<file path="config.mk">
export PLATFORM = sky130hd
export DESIGN_NAME = scan_tap
export DESIGN_NICKNAME = d
export VERILOG_FILES = /design/src/rtl/scan_tap_pkg.sv /design/src/rtl/scan_tap_fsm.sv /design/src/rtl/scan_tap_ir.sv /design/src/rtl/scan_tap_decode.sv /design/src/rtl/scan_tap_dr.sv /design/src/rtl/scan_tap.sv
export SDC_FILE = /design/constraint.sdc
export NUM_CORES = 1
export LEC_CHECK = 0
export ABC_AREA = 1
export BUFFER_PORTS_ARGS = -buffer_cell sky130_fd_sc_hd__clkbuf_2
export CORE_UTILIZATION = 65
export CTS_BUF_LIST = sky130_fd_sc_hd__clkbuf_4 sky130_fd_sc_hd__clkbuf_8
export CTS_CLUSTER_SIZE = 25
export DETAILED_ROUTE_END_ITERATION = 7
export PLACE_DENSITY = 0.84
export SETUP_SLACK_MARGIN = 0.5
export SLEW_MARGIN = 10
export SYNTH_ARGS = -nofsm -noshare
export SYNTH_HDL_FRONTEND = slang
export SYNTH_SLANG_ARGS = --single-unit
</file>
<file path="constraint.sdc">
create_clock -name tck -period 3.2 [get_ports tck]
set_clock_uncertainty 0.2 [all_clocks]
set_input_delay 0.32 -clock tck [delete_from_list [all_inputs] [get_ports tck]]
set_output_delay 0.32 -clock tck [all_outputs]
set_load 0.005 [all_outputs]
</file>
<file path="src/rtl/scan_tap_pkg.sv">
package scan_tap_pkg;

    localparam int IR_W = 4;

    typedef enum logic [3:0] {
        ST_RESET,
        ST_IDLE,
        ST_SEL_DR,
        ST_CAP_DR,
        ST_SHF_DR,
        ST_EX1_DR,
        ST_PAU_DR,
        ST_EX2_DR,
        ST_UPD_DR,
        ST_SEL_IR,
        ST_CAP_IR,
        ST_SHF_IR,
        ST_EX1_IR,
        ST_PAU_IR,
        ST_EX2_IR,
        ST_UPD_IR
    } tap_state_e;

    localparam logic [IR_W-1:0] OP_EXTEST  = 4'b0000;
    localparam logic [IR_W-1:0] OP_SAMPLE  = 4'b0001;
    localparam logic [IR_W-1:0] OP_IDCODE  = 4'b0101;
    localparam logic [IR_W-1:0] OP_CLAMP   = 4'b0110;
    localparam logic [IR_W-1:0] OP_HIGHZ   = 4'b0111;
    localparam logic [IR_W-1:0] OP_BYPASS  = 4'b1111;
    localparam logic [IR_W-1:0] IR_CAPTURE = 4'b0001;

    typedef enum logic [1:0] {
        PATH_ID,
        PATH_BYPASS,
        PATH_CHAIN
    } dr_path_e;

    typedef struct packed {
        dr_path_e path;
        logic     from_chain;
        logic     clamp;
        logic     float_out;
    } decode_t;

endpackage

</file>
<file path="src/rtl/scan_tap_fsm.sv">
module scan_tap_fsm
    import scan_tap_pkg::*;
(
    input  logic       tck,
    input  logic       trst_n,
    input  logic       tms,
    output tap_state_e state_o
);

    typedef struct packed {
        tap_state_e st;
    } fsm_regs_t;

    fsm_regs_t r_d, r_q;

    always_comb begin
        r_d = r_q;
        case (r_q.st)
            ST_RESET:  r_d.st = tms ? ST_RESET  : ST_IDLE;
            ST_IDLE:   r_d.st = tms ? ST_SEL_DR : ST_IDLE;
            ST_SEL_DR: r_d.st = tms ? ST_SEL_IR : ST_CAP_DR;
            ST_CAP_DR: r_d.st = tms ? ST_EX1_DR : ST_SHF_DR;
            ST_SHF_DR: r_d.st = tms ? ST_EX1_DR : ST_SHF_DR;
            ST_EX1_DR: r_d.st = tms ? ST_UPD_DR : ST_PAU_DR;
            ST_PAU_DR: r_d.st = tms ? ST_EX2_DR : ST_PAU_DR;
            ST_EX2_DR: r_d.st = tms ? ST_UPD_DR : ST_SHF_DR;
            ST_UPD_DR: r_d.st = tms ? ST_SEL_DR : ST_IDLE;
            ST_SEL_IR: r_d.st = tms ? ST_RESET  : ST_CAP_IR;
            ST_CAP_IR: r_d.st = tms ? ST_EX1_IR : ST_SHF_IR;
            ST_SHF_IR: r_d.st = tms ? ST_EX1_IR : ST_SHF_IR;
            ST_EX1_IR: r_d.st = tms ? ST_UPD_IR : ST_PAU_IR;
            ST_PAU_IR: r_d.st = tms ? ST_EX2_IR : ST_PAU_IR;
            ST_EX2_IR: r_d.st = tms ? ST_UPD_IR : ST_SHF_IR;
            ST_UPD_IR: r_d.st = tms ? ST_SEL_DR : ST_IDLE;
            default:   r_d.st = ST_RESET;
        endcase
    end

    always_ff @(posedge tck or negedge trst_n) begin
        if (!trst_n) begin
            r_q <= '{st: ST_RESET};
        end else begin
            r_q <= r_d;
        end
    end

    assign state_o = r_q.st;

    // Run length of tms high, kept only for the checks below
    logic [2:0] tms_run_q;
    always_ff @(posedge tck or negedge trst_n) begin
        if (!trst_n) begin
            tms_run_q <= 3'd0;
        end else if (!tms) begin
            tms_run_q <= 3'd0;
        end else if (tms_run_q != 3'd5) begin
            tms_run_q <= tms_run_q + 3'd1;
        end
    end

    AST_FIVE_HIGH_RESETS: assert property (@(posedge tck) disable iff (!trst_n)
        (tms_run_q == 3'd5) |-> (r_q.st == ST_RESET));

    AST_SHIFT_DR_ENTRY: assert property (@(posedge tck) disable iff (!trst_n)
        (r_q.st == ST_SHF_DR) |-> ($past(r_q.st) == ST_CAP_DR ||
                                   $past(r_q.st) == ST_SHF_DR ||
                                   $past(r_q.st) == ST_EX2_DR));

endmodule

</file>
<file path="src/rtl/scan_tap_ir.sv">
module scan_tap_ir
    import scan_tap_pkg::*;
(
    input  logic            tck,
    input  logic            trst_n,
    input  logic            tdi,
    input  tap_state_e      state_i,
    output logic [IR_W-1:0] ir_o,
    output logic            ir_so_o
);

    typedef struct packed {
        logic [IR_W-1:0] sr;
    } ir_shift_t;

    typedef struct packed {
        logic [IR_W-1:0] act;
    } ir_hold_t;

    ir_shift_t sh_d, sh_q;
    ir_hold_t  hd_d, hd_q;

    // Capture and shift on the rising edge
    always_comb begin
        sh_d = sh_q;
        if (state_i == ST_CAP_IR) begin
            sh_d.sr = IR_CAPTURE;
        end else if (state_i == ST_SHF_IR) begin
            sh_d.sr = {tdi, sh_q.sr[IR_W-1:1]};
        end
    end

    always_ff @(posedge tck or negedge trst_n) begin
        if (!trst_n) begin
            sh_q <= '{sr: IR_CAPTURE};
        end else begin
            sh_q <= sh_d;
        end
    end

    // Active instruction moves on the falling edge
    always_comb begin
        hd_d = hd_q;
        if (state_i == ST_RESET) begin
            hd_d.act = OP_IDCODE;
        end else if (state_i == ST_UPD_IR) begin
            hd_d.act = sh_q.sr;
        end
    end

    always_ff @(negedge tck or negedge trst_n) begin
        if (!trst_n) begin
            hd_q <= '{act: OP_IDCODE};
        end else begin
            hd_q <= hd_d;
        end
    end

    assign ir_o    = hd_q.act;
    assign ir_so_o = sh_q.sr[0];

    AST_IR_HOLDS_OUTSIDE_UPDATE: assert property (@(negedge tck) disable iff (!trst_n)
        (state_i != ST_UPD_IR && state_i != ST_RESET) |=> $stable(hd_q.act));

    AST_IR_CAPTURE_PATTERN: assert property (@(posedge tck) disable iff (!trst_n)
        (state_i == ST_CAP_IR) |=> (sh_q.sr == IR_CAPTURE));

endmodule

</file>
<file path="src/rtl/scan_tap_decode.sv">
module scan_tap_decode
    import scan_tap_pkg::*;
(
    input  logic [IR_W-1:0] ir_i,
    output decode_t         dec_o
);

    always_comb begin
        dec_o = '{path: PATH_BYPASS, from_chain: 1'b0, clamp: 1'b0, float_out: 1'b0};
        case (ir_i)
            OP_EXTEST: begin
                dec_o.path       = PATH_CHAIN;
                dec_o.from_chain = 1'b1;
            end
            OP_SAMPLE: begin
                dec_o.path = PATH_CHAIN;
            end
            OP_IDCODE: begin
                dec_o.path = PATH_ID;
            end
            OP_CLAMP: begin
                dec_o.from_chain = 1'b1;
                dec_o.clamp      = 1'b1;
            end
            OP_HIGHZ: begin
                dec_o.float_out = 1'b1;
            end
            default: begin
                dec_o.path = PATH_BYPASS;
            end
        endcase
    end

endmodule

</file>
<file path="src/rtl/scan_tap_dr.sv">
module scan_tap_dr
    import scan_tap_pkg::*;
#(
    parameter int              ID_W     = 32,
    parameter logic [ID_W-1:0] ID_VALUE = 32'h0B57_6A2D
) (
    input  logic       tck,
    input  logic       trst_n,
    input  logic       tdi,
    input  tap_state_e state_i,
    input  dr_path_e   path_i,
    input  logic       ir_so_i,
    input  logic       chain_so_i,
    output logic       tdo_o,
    output logic       tdo_oe_o
);

    localparam logic [ID_W-1:0] ID_CAPTURE = {ID_VALUE[ID_W-1:1], 1'b1};

    typedef struct packed {
        logic [ID_W-1:0] id_sr;
        logic            byp;
    } dr_shift_t;

    typedef struct packed {
        logic tdo;
        logic oe;
    } dr_out_t;

    dr_shift_t sh_d, sh_q;
    dr_out_t   out_d, out_q;

    always_comb begin
        sh_d = sh_q;
        if (state_i == ST_CAP_DR) begin
            if (path_i == PATH_ID)     sh_d.id_sr = ID_CAPTURE;
            if (path_i == PATH_BYPASS) sh_d.byp   = 1'b0;
        end else if (state_i == ST_SHF_DR) begin
            if (path_i == PATH_ID)     sh_d.id_sr = {tdi, sh_q.id_sr[ID_W-1:1]};
            if (path_i == PATH_BYPASS) sh_d.byp   = tdi;
        end
    end

    always_ff @(posedge tck or negedge trst_n) begin
        if (!trst_n) begin
            sh_q <= '{id_sr: ID_CAPTURE, byp: 1'b0};
        end else begin
            sh_q <= sh_d;
        end
    end

    // Serial output, retimed to the falling edge
    always_comb begin
        out_d    = out_q;
        out_d.oe = 1'b0;
        if (state_i == ST_SHF_IR) begin
            out_d.tdo = ir_so_i;
            out_d.oe  = 1'b1;
        end else if (state_i == ST_SHF_DR) begin
            out_d.oe = 1'b1;
            case (path_i)
                PATH_ID:    out_d.tdo = sh_q.id_sr[0];
                PATH_CHAIN: out_d.tdo = chain_so_i;
                default:    out_d.tdo = sh_q.byp;
            endcase
        end
    end

    always_ff @(negedge tck or negedge trst_n) begin
        if (!trst_n) begin
            out_q <= '{tdo: 1'b0, oe: 1'b0};
        end else begin
            out_q <= out_d;
        end
    end

    assign tdo_o    = out_q.tdo;
    assign tdo_oe_o = out_q.oe;

    AST_OE_ONLY_IN_SHIFT: assert property (@(posedge tck) disable iff (!trst_n)
        tdo_oe_o |-> (state_i == ST_SHF_DR || state_i == ST_SHF_IR));

    AST_ID_LSB_SET: assert property (@(posedge tck) disable iff (!trst_n)
        (state_i == ST_CAP_DR && path_i == PATH_ID) |=> sh_q.id_sr[0]);

    AST_BYPASS_CAPTURES_ZERO: assert property (@(posedge tck) disable iff (!trst_n)
        (state_i == ST_CAP_DR && path_i == PATH_BYPASS) |=> !sh_q.byp);

endmodule

</file>
<file path="src/rtl/scan_tap.sv">
module scan_tap
    import scan_tap_pkg::*;
#(
    parameter int              ID_W     = 32,
    parameter logic [ID_W-1:0] ID_VALUE = 32'h0B57_6A2D
) (
    input  logic tck,
    input  logic trst_n,
    input  logic tms,
    input  logic tdi,
    output logic tdo,
    output logic tdo_oe,
    input  logic chain_so,
    output logic chain_si,
    output logic chain_capture,
    output logic chain_shift,
    output logic chain_update,
    output logic pins_from_chain,
    output logic pins_clamp,
    output logic pins_float
);

    tap_state_e      state;
    logic [IR_W-1:0] ir_act;
    logic            ir_so;
    decode_t         dec;
    logic            chain_sel;

    scan_tap_fsm u_fsm (
        .tck     (tck),
        .trst_n  (trst_n),
        .tms     (tms),
        .state_o (state)
    );

    scan_tap_ir u_ir (
        .tck     (tck),
        .trst_n  (trst_n),
        .tdi     (tdi),
        .state_i (state),
        .ir_o    (ir_act),
        .ir_so_o (ir_so)
    );

    scan_tap_decode u_dec (
        .ir_i  (ir_act),
        .dec_o (dec)
    );

    scan_tap_dr #(
        .ID_W     (ID_W),
        .ID_VALUE (ID_VALUE)
    ) u_dr (
        .tck        (tck),
        .trst_n     (trst_n),
        .tdi        (tdi),
        .state_i    (state),
        .path_i     (dec.path),
        .ir_so_i    (ir_so),
        .chain_so_i (chain_so),
        .tdo_o      (tdo),
        .tdo_oe_o   (tdo_oe)
    );

    assign chain_sel       = (dec.path == PATH_CHAIN);
    assign chain_si        = tdi;
    assign chain_capture   = chain_sel && (state == ST_CAP_DR);
    assign chain_shift     = chain_sel && (state == ST_SHF_DR);
    assign chain_update    = chain_sel && (state == ST_UPD_DR);
    assign pins_from_chain = dec.from_chain;
    assign pins_clamp      = dec.clamp;
    assign pins_float      = dec.float_out;

    AST_STROBES_EXCLUSIVE: assert property (@(posedge tck) disable iff (!trst_n)
        $onehot0({chain_capture, chain_shift, chain_update}));

    AST_PINS_NORMAL_AFTER_RESET: assert property (@(posedge tck) disable iff (!trst_n)
        (state == ST_RESET && $past(state) == ST_RESET)
            |-> !(pins_from_chain || pins_clamp || pins_float));

    AST_NO_CLAMP_WHILE_FLOAT: assert property (@(posedge tck) disable iff (!trst_n)
        pins_float |-> !pins_clamp && !pins_from_chain);

endmodule

</file>
==> results.md, run 1 <==
### Run status
- Error Message: [ERROR GRT-0232] Routing congestion too high. Check the congestion heatmap in the GUI.
- stage at which the run stopped: global routing
- run status: aborted with a tool error

### Floorplan
- horizontal die dimension: 61.9 um
- starting density of the core: 0.688
- vertical extent of the die: 61.9 um
- # rows: 21
- IO Pins: 14

### Clocking
- clock net sink count: 47
- total number of H-tree levels: 2
- clock root buffer: sky130_fd_sc_hd__clkbuf_4
- TritonCTS buffer count: 5
- number of buffers on the longest clock path: 2

### STA
- Worst-path end type: top-level output
- Worst Endpoint after GRT Repair: pins_from_chain

### GRT
- pin count of the biggest net entering global routing: 31
- GR Overflow Total: 63
- overall fraction of global-route tracks in use: 0.773

### Synth
- sequential cell area fraction in the yosys report: 0.514
- warnings from Yosys: 0
- synthesized area divided by synthesized cell count: 8.64 sq um
- share of Yosys cell area claimed by the top area cell type: 0.257
- leading cell types by total area after synthesis: sky130_fd_sc_hd__dfrtp_1 26%, sky130_fd_sc_hd__dfstp_2 21%, sky130_fd_sc_hd__nand2_1 13%
- net count after synthesis: 275
- area leader, netlist: sky130_fd_sc_hd__dfrtp_1
- Synth Instances: 270
- post-synthesis instance area: 2330 sq um
- register bit count reported by yosys: 47
- unique cell type count in the Yosys netlist: 23

### Placement
- last weighted congestion value of the routability-driven placer: 0.911
- Port Buf Inserts: 13
- detailed placement HPWL: 3060 um

## metal layers
layer,track usage,GRT overflow
met1,0.749,0
met3,0.524,0
met2,0.975,28
met5,0.0714,0
met4,0.946,35
## kinds of logic after synthesis
kind of cell / synth area share
and+or+nand+nor: 0.249
AOI/OAI and AO/OA: 0.155
buffers and inverters: 0.0810
DFF: 0.514
## cell usage after synthesis, drive strengths merged
master and count:
nand3 11, nand3b 1, buf 10, dfrtn 4
inv 26, o22ai 5, a22oi 2, a21oi 3
nand4 3, dfrtp 24, dfstp 19, o21ai 37
nand2 86, nor3 1, nor2 38
## stage by stage
stage / cells / hold WS (ns) / worst slack, ns / TNS, ns / cell area (sq um)
2_1_floorplan: 270 / -0.176 / 0.121 / 0 / 2460
3_3_place_gp: 324 / 0.0809 / 0.0325 / 0 / 2540
3_5_place_dp: 324 / 0.0913 / -0.00599 / -0.00599 / 2540
4_1_cts: 365 / 0.00799 / -0.322 / -5.28 / 3140
## what timing repair did
| item | 4_1_cts |
|---|---|
| gates resized for setup | 30 |
| endpoints found under the setup margin | 47 |
| hold buffers | 1 |
| pin swaps | 12 |
| gates cloned | 9 |
| setup buffers | 22 |
| endpoints found under the hold margin | 7 |
==> run 2: changes to the inputs <==
--- a/config.mk
+++ b/config.mk
@@ -7,12 +7,9 @@
 export LEC_CHECK = 0
 export ABC_AREA = 1
 export BUFFER_PORTS_ARGS = -buffer_cell sky130_fd_sc_hd__clkbuf_2
-export CORE_UTILIZATION = 65
-export CTS_BUF_LIST = sky130_fd_sc_hd__clkbuf_4 sky130_fd_sc_hd__clkbuf_8
-export CTS_CLUSTER_SIZE = 25
+export CORE_UTILIZATION = 40
 export DETAILED_ROUTE_END_ITERATION = 7
-export PLACE_DENSITY = 0.84
-export SETUP_SLACK_MARGIN = 0.5
+export PLACE_DENSITY_LB_ADDON = 0.15
 export SLEW_MARGIN = 10
 export SYNTH_ARGS = -nofsm -noshare
 export SYNTH_HDL_FRONTEND = slang
==> results.md, run 2 <==
### Run status
- run status: finished, violations left
- failing checks: negative setup slack

### Critical path
- register-to-register setup slack: -0.24 ns
- worst path arrival time: 2.99 ns
- worst setup path class: reg -> out
- worst reg2reg endpoint: u_dr.sh_q[30]$_DFFE_PN0P_
- worst-path cell with the longest stage delay: sky130_fd_sc_hd__dfstp_2
- Worst Setup Start Kind: flip-flop
- category of cells accounting for the largest share of critical-path delay: flip-flops
- sum of buffers and inverters on the critical path: 3
- list of cells traversed by the critical path: inv_2, nor2_4, buf_6, nand2_4, nor2_1, buf_2
- Worst path max stage delay: 0.53 ns
- worst r2r path cells: 11
- kind of capture point of the worst setup path: output port
- Max FO, Critical Path: 2
- critical path depth in cells: 6
- R2R Path Start: u_ir.ir_o[2]$_DFFE_NN1P_
- Worst EP required: 2.68 ns

### Clocking
- clock root buffer: sky130_fd_sc_hd__clkbuf_8
- clock transition at the registers of the reported paths: 0.08 ns
- number of buffers on the longest clock path: 2, unchanged
- TritonCTS buffer count: 5, unchanged
- clock net sink count: 47, unchanged
- total number of H-tree levels: 2, unchanged
- CTS tree: built
- Clk Latency, worst-skew pair: 0.36 ns

### Route
- post-detailed-routing wire length: 5030 um
- post-detailed-route DRC marker count: 0
- routed len/inst: 12.9 um
- Routed Antenna Nets: 0
- via-per-instance ratio: 4.75
- iteration count of the initial detailed-routing pass: 4
- Detailed Route Iter0 Violations: 80
- Vias: 1857

### Placement
- detailed placement HPWL: 3120 um, +1.9%
- last weighted congestion value of the routability-driven placer: 0.869, -4.7%
- Port Buf Inserts: 13, unchanged
- instance area after placement: 2570 sq um, +1.1%

### Floorplan
- starting density of the core: 0.419, -0.270
- IO Pins: 14, unchanged
- Floorplan Core Area: 5570 sq um
- horizontal die dimension: 78.4 um, +27%
- Die Footprint: 6140 sq um
- vertical extent of the die: 78.4 um, +27%
- # rows: 27, +29%

### STA
- final hold slack: 0.0728 ns
- measured slew at the worst slew-check pin: 0.318 ns
- worst max-slew margin expressed relative to the limit: 0.788
- final slew viol count: 0
- hold violation count in the final report: 0
- smallest setup slack after layout: -0.312 ns
- final setup violation count: 39
- setup repair after global routing missed its margin: yes

### Worst hold path
- worst hold path endpoint: u_fsm.state_o[2]$_DFF_PN0_
- Min-Delay Path Depth: 3
- Hold Startpoint: tms
- type of the most critical hold path: in -> reg

### Synth
- unique cell type count in the Yosys netlist: 23, unchanged
- net count after synthesis: 275, unchanged
- area leader, netlist: sky130_fd_sc_hd__dfrtp_1
- share of Yosys cell area claimed by the top area cell type: 0.257, unchanged
- sequential cell area fraction in the yosys report: 0.514, unchanged
- most instantiated flip-flop cell in the synthesis netlist: sky130_fd_sc_hd__dfrtp_1
- leading cell types by total area after synthesis: sky130_fd_sc_hd__dfrtp_1 26%, sky130_fd_sc_hd__dfstp_2 21%, sky130_fd_sc_hd__nand2_1 13%
- list of most frequent post-synthesis cells: 82 x sky130_fd_sc_hd__nand2_1, 36 x sky130_fd_sc_hd__nor2_1, 31 x sky130_fd_sc_hd__o21ai_2, 24 x sky130_fd_sc_hd__dfrtp_1, 23 x sky130_fd_sc_hd__inv_1
- synthesized area divided by synthesized cell count: 8.64 sq um, unchanged
- register bit count reported by yosys: 47, unchanged
- top-count cell post-synth: sky130_fd_sc_hd__nand2_1
- warnings from Yosys: 0, unchanged
- Synth Instances: 270, unchanged
- fraction of synthesis flops using an asynchronous set or reset pin: 1.00, unchanged
- post-synthesis instance area: 2330 sq um, unchanged
- count of flip-flops with a built-in enable after synthesis: 0, unchanged

### GRT
- vias in the first global route: 1785
- initial antenna violation count: 0
- wire length of the first global-routing pass: 8490 um
- GR Overflow Total: 0
- overall fraction of global-route tracks in use: 0.178
- pin count of the biggest net entering global routing: 20

### Finish
- nets: 323
- layout overhead on the synthesized area: 34.1%
- layout cell share with drive strength beyond 1: 0.464
- number of flip-flops under the largest register name: 33
- area of all sequential standard cells: 1200 sq um
- top library cells by usage in the layout, fill and taps aside: 60 x sky130_fd_sc_hd__nand2_1, 32 x sky130_fd_sc_hd__nor2_1, 30 x sky130_fd_sc_hd__o21ai_2
- Post-Layout Inst Area: 3130 sq um
- register name with the most flops: u_dr.sh_q
- diode count: 0
- total area of multi-input combinational cells: 1080 sq um
- most common library cell in the layout ignoring fill and taps: sky130_fd_sc_hd__nand2_1
- filler cell count: 494
- final cell utilization of the core: 0.561

### Pwr
- power per cell area: 951 nW/um^2
- Pleak: 0.00149 uW
- maximum vdd ir drop: 0.354 mV

### Run
- number of max-cap violations: 0

## run 2: cell counts after synthesis
No cell type changed its count.
## run 2: repair_timing
item	in CTS	in global routing
hold buffers	1	0
gates resized for setup	46	13
endpoints found under the setup margin	39	39
pin swaps	9	3
gates cloned	5	1
hold endpoints to repair	9	0
buffers inserted	15	4
## run 2: where the power goes
group          switching, uW  internal (uW)
Combinational            767            759
Clock                    210            237
Sequential               135            868
Total                   1110           1860
## run 2: cell families (layout without fill, tap and decap cells)
kind of cell,after synthesis,count (layout),share of synthesized area
AND/OR/NAND/NOR,140,140,0.249
AO/OA/AOI/OAI,47,47,0.155
buffers and inverters,36,85,0.0810
flip-flops,47,47,0.514
## run 2: final cells by class
cell class | instances | share of cell area
sequential | 47 | 0.383
multi-input combinational | 187 | 0.344
timing repair buffer | 50 | 0.176
inverter | 25 | 0.0308
tap | 72 | 0.0288
clock buffer | 6 | 0.0232
clock inverter | 4 | 0.0140
## run 2: worst max path at each step
stage	from	end	slack, ns
5_1_grt	u_ir.ir_o[2]$_DFFE_NN1P_	pins_from_chain	-0.37
3_5_place_dp	u_ir.ir_o[2]$_DFFE_NN1P_	pins_from_chain	-0.05
2_1_floorplan	u_ir.ir_o[2]$_DFFE_NN1P_	u_dr.sh_q[22]$_DFFE_PN0P_	0.04
6_report	u_ir.ir_o[2]$_DFFE_NN1P_	pins_clamp	-0.31
4_1_cts	u_ir.ir_o[2]$_DFFE_NN1P_	pins_from_chain	-0.37
3_3_place_gp	u_ir.ir_o[2]$_DFFE_NN1P_	pins_from_chain	-0.05
## run 2: tightest hold or removal path: stages
cell and delay (ns):
sky130_fd_sc_hd__clkbuf_2 0.10, sky130_fd_sc_hd__nand2_1 0.05, sky130_fd_sc_hd__nand4_1 0.06
## run 2: layer usage
layer | vias up | wire length (um) | GRT usage
li1 | 953 | - | -
met3 | 6 | 148 | 0.0360
met2 | 25 | 2260 | 0.271
met5 | - | 0 | 0
met1 | 873 | 2570 | 0.252
met4 | 0 | 56 | 0.0630
## run 2: metrics by stage
step                setup WS [ns]  cells  TNS [ns]  power, uW
finish                     -0.312    391     -8.03       2980
global route               -0.373    391    -10.68       3180
CTS                        -0.366    387     -5.55       2910
detailed placement        -0.0507    363    -0.608       2040
global placement          -0.0451    363    -0.608       2020
floorplan                  0.0393    270         0       1800
No activity file was read; power rests on OpenSTA's default activity.
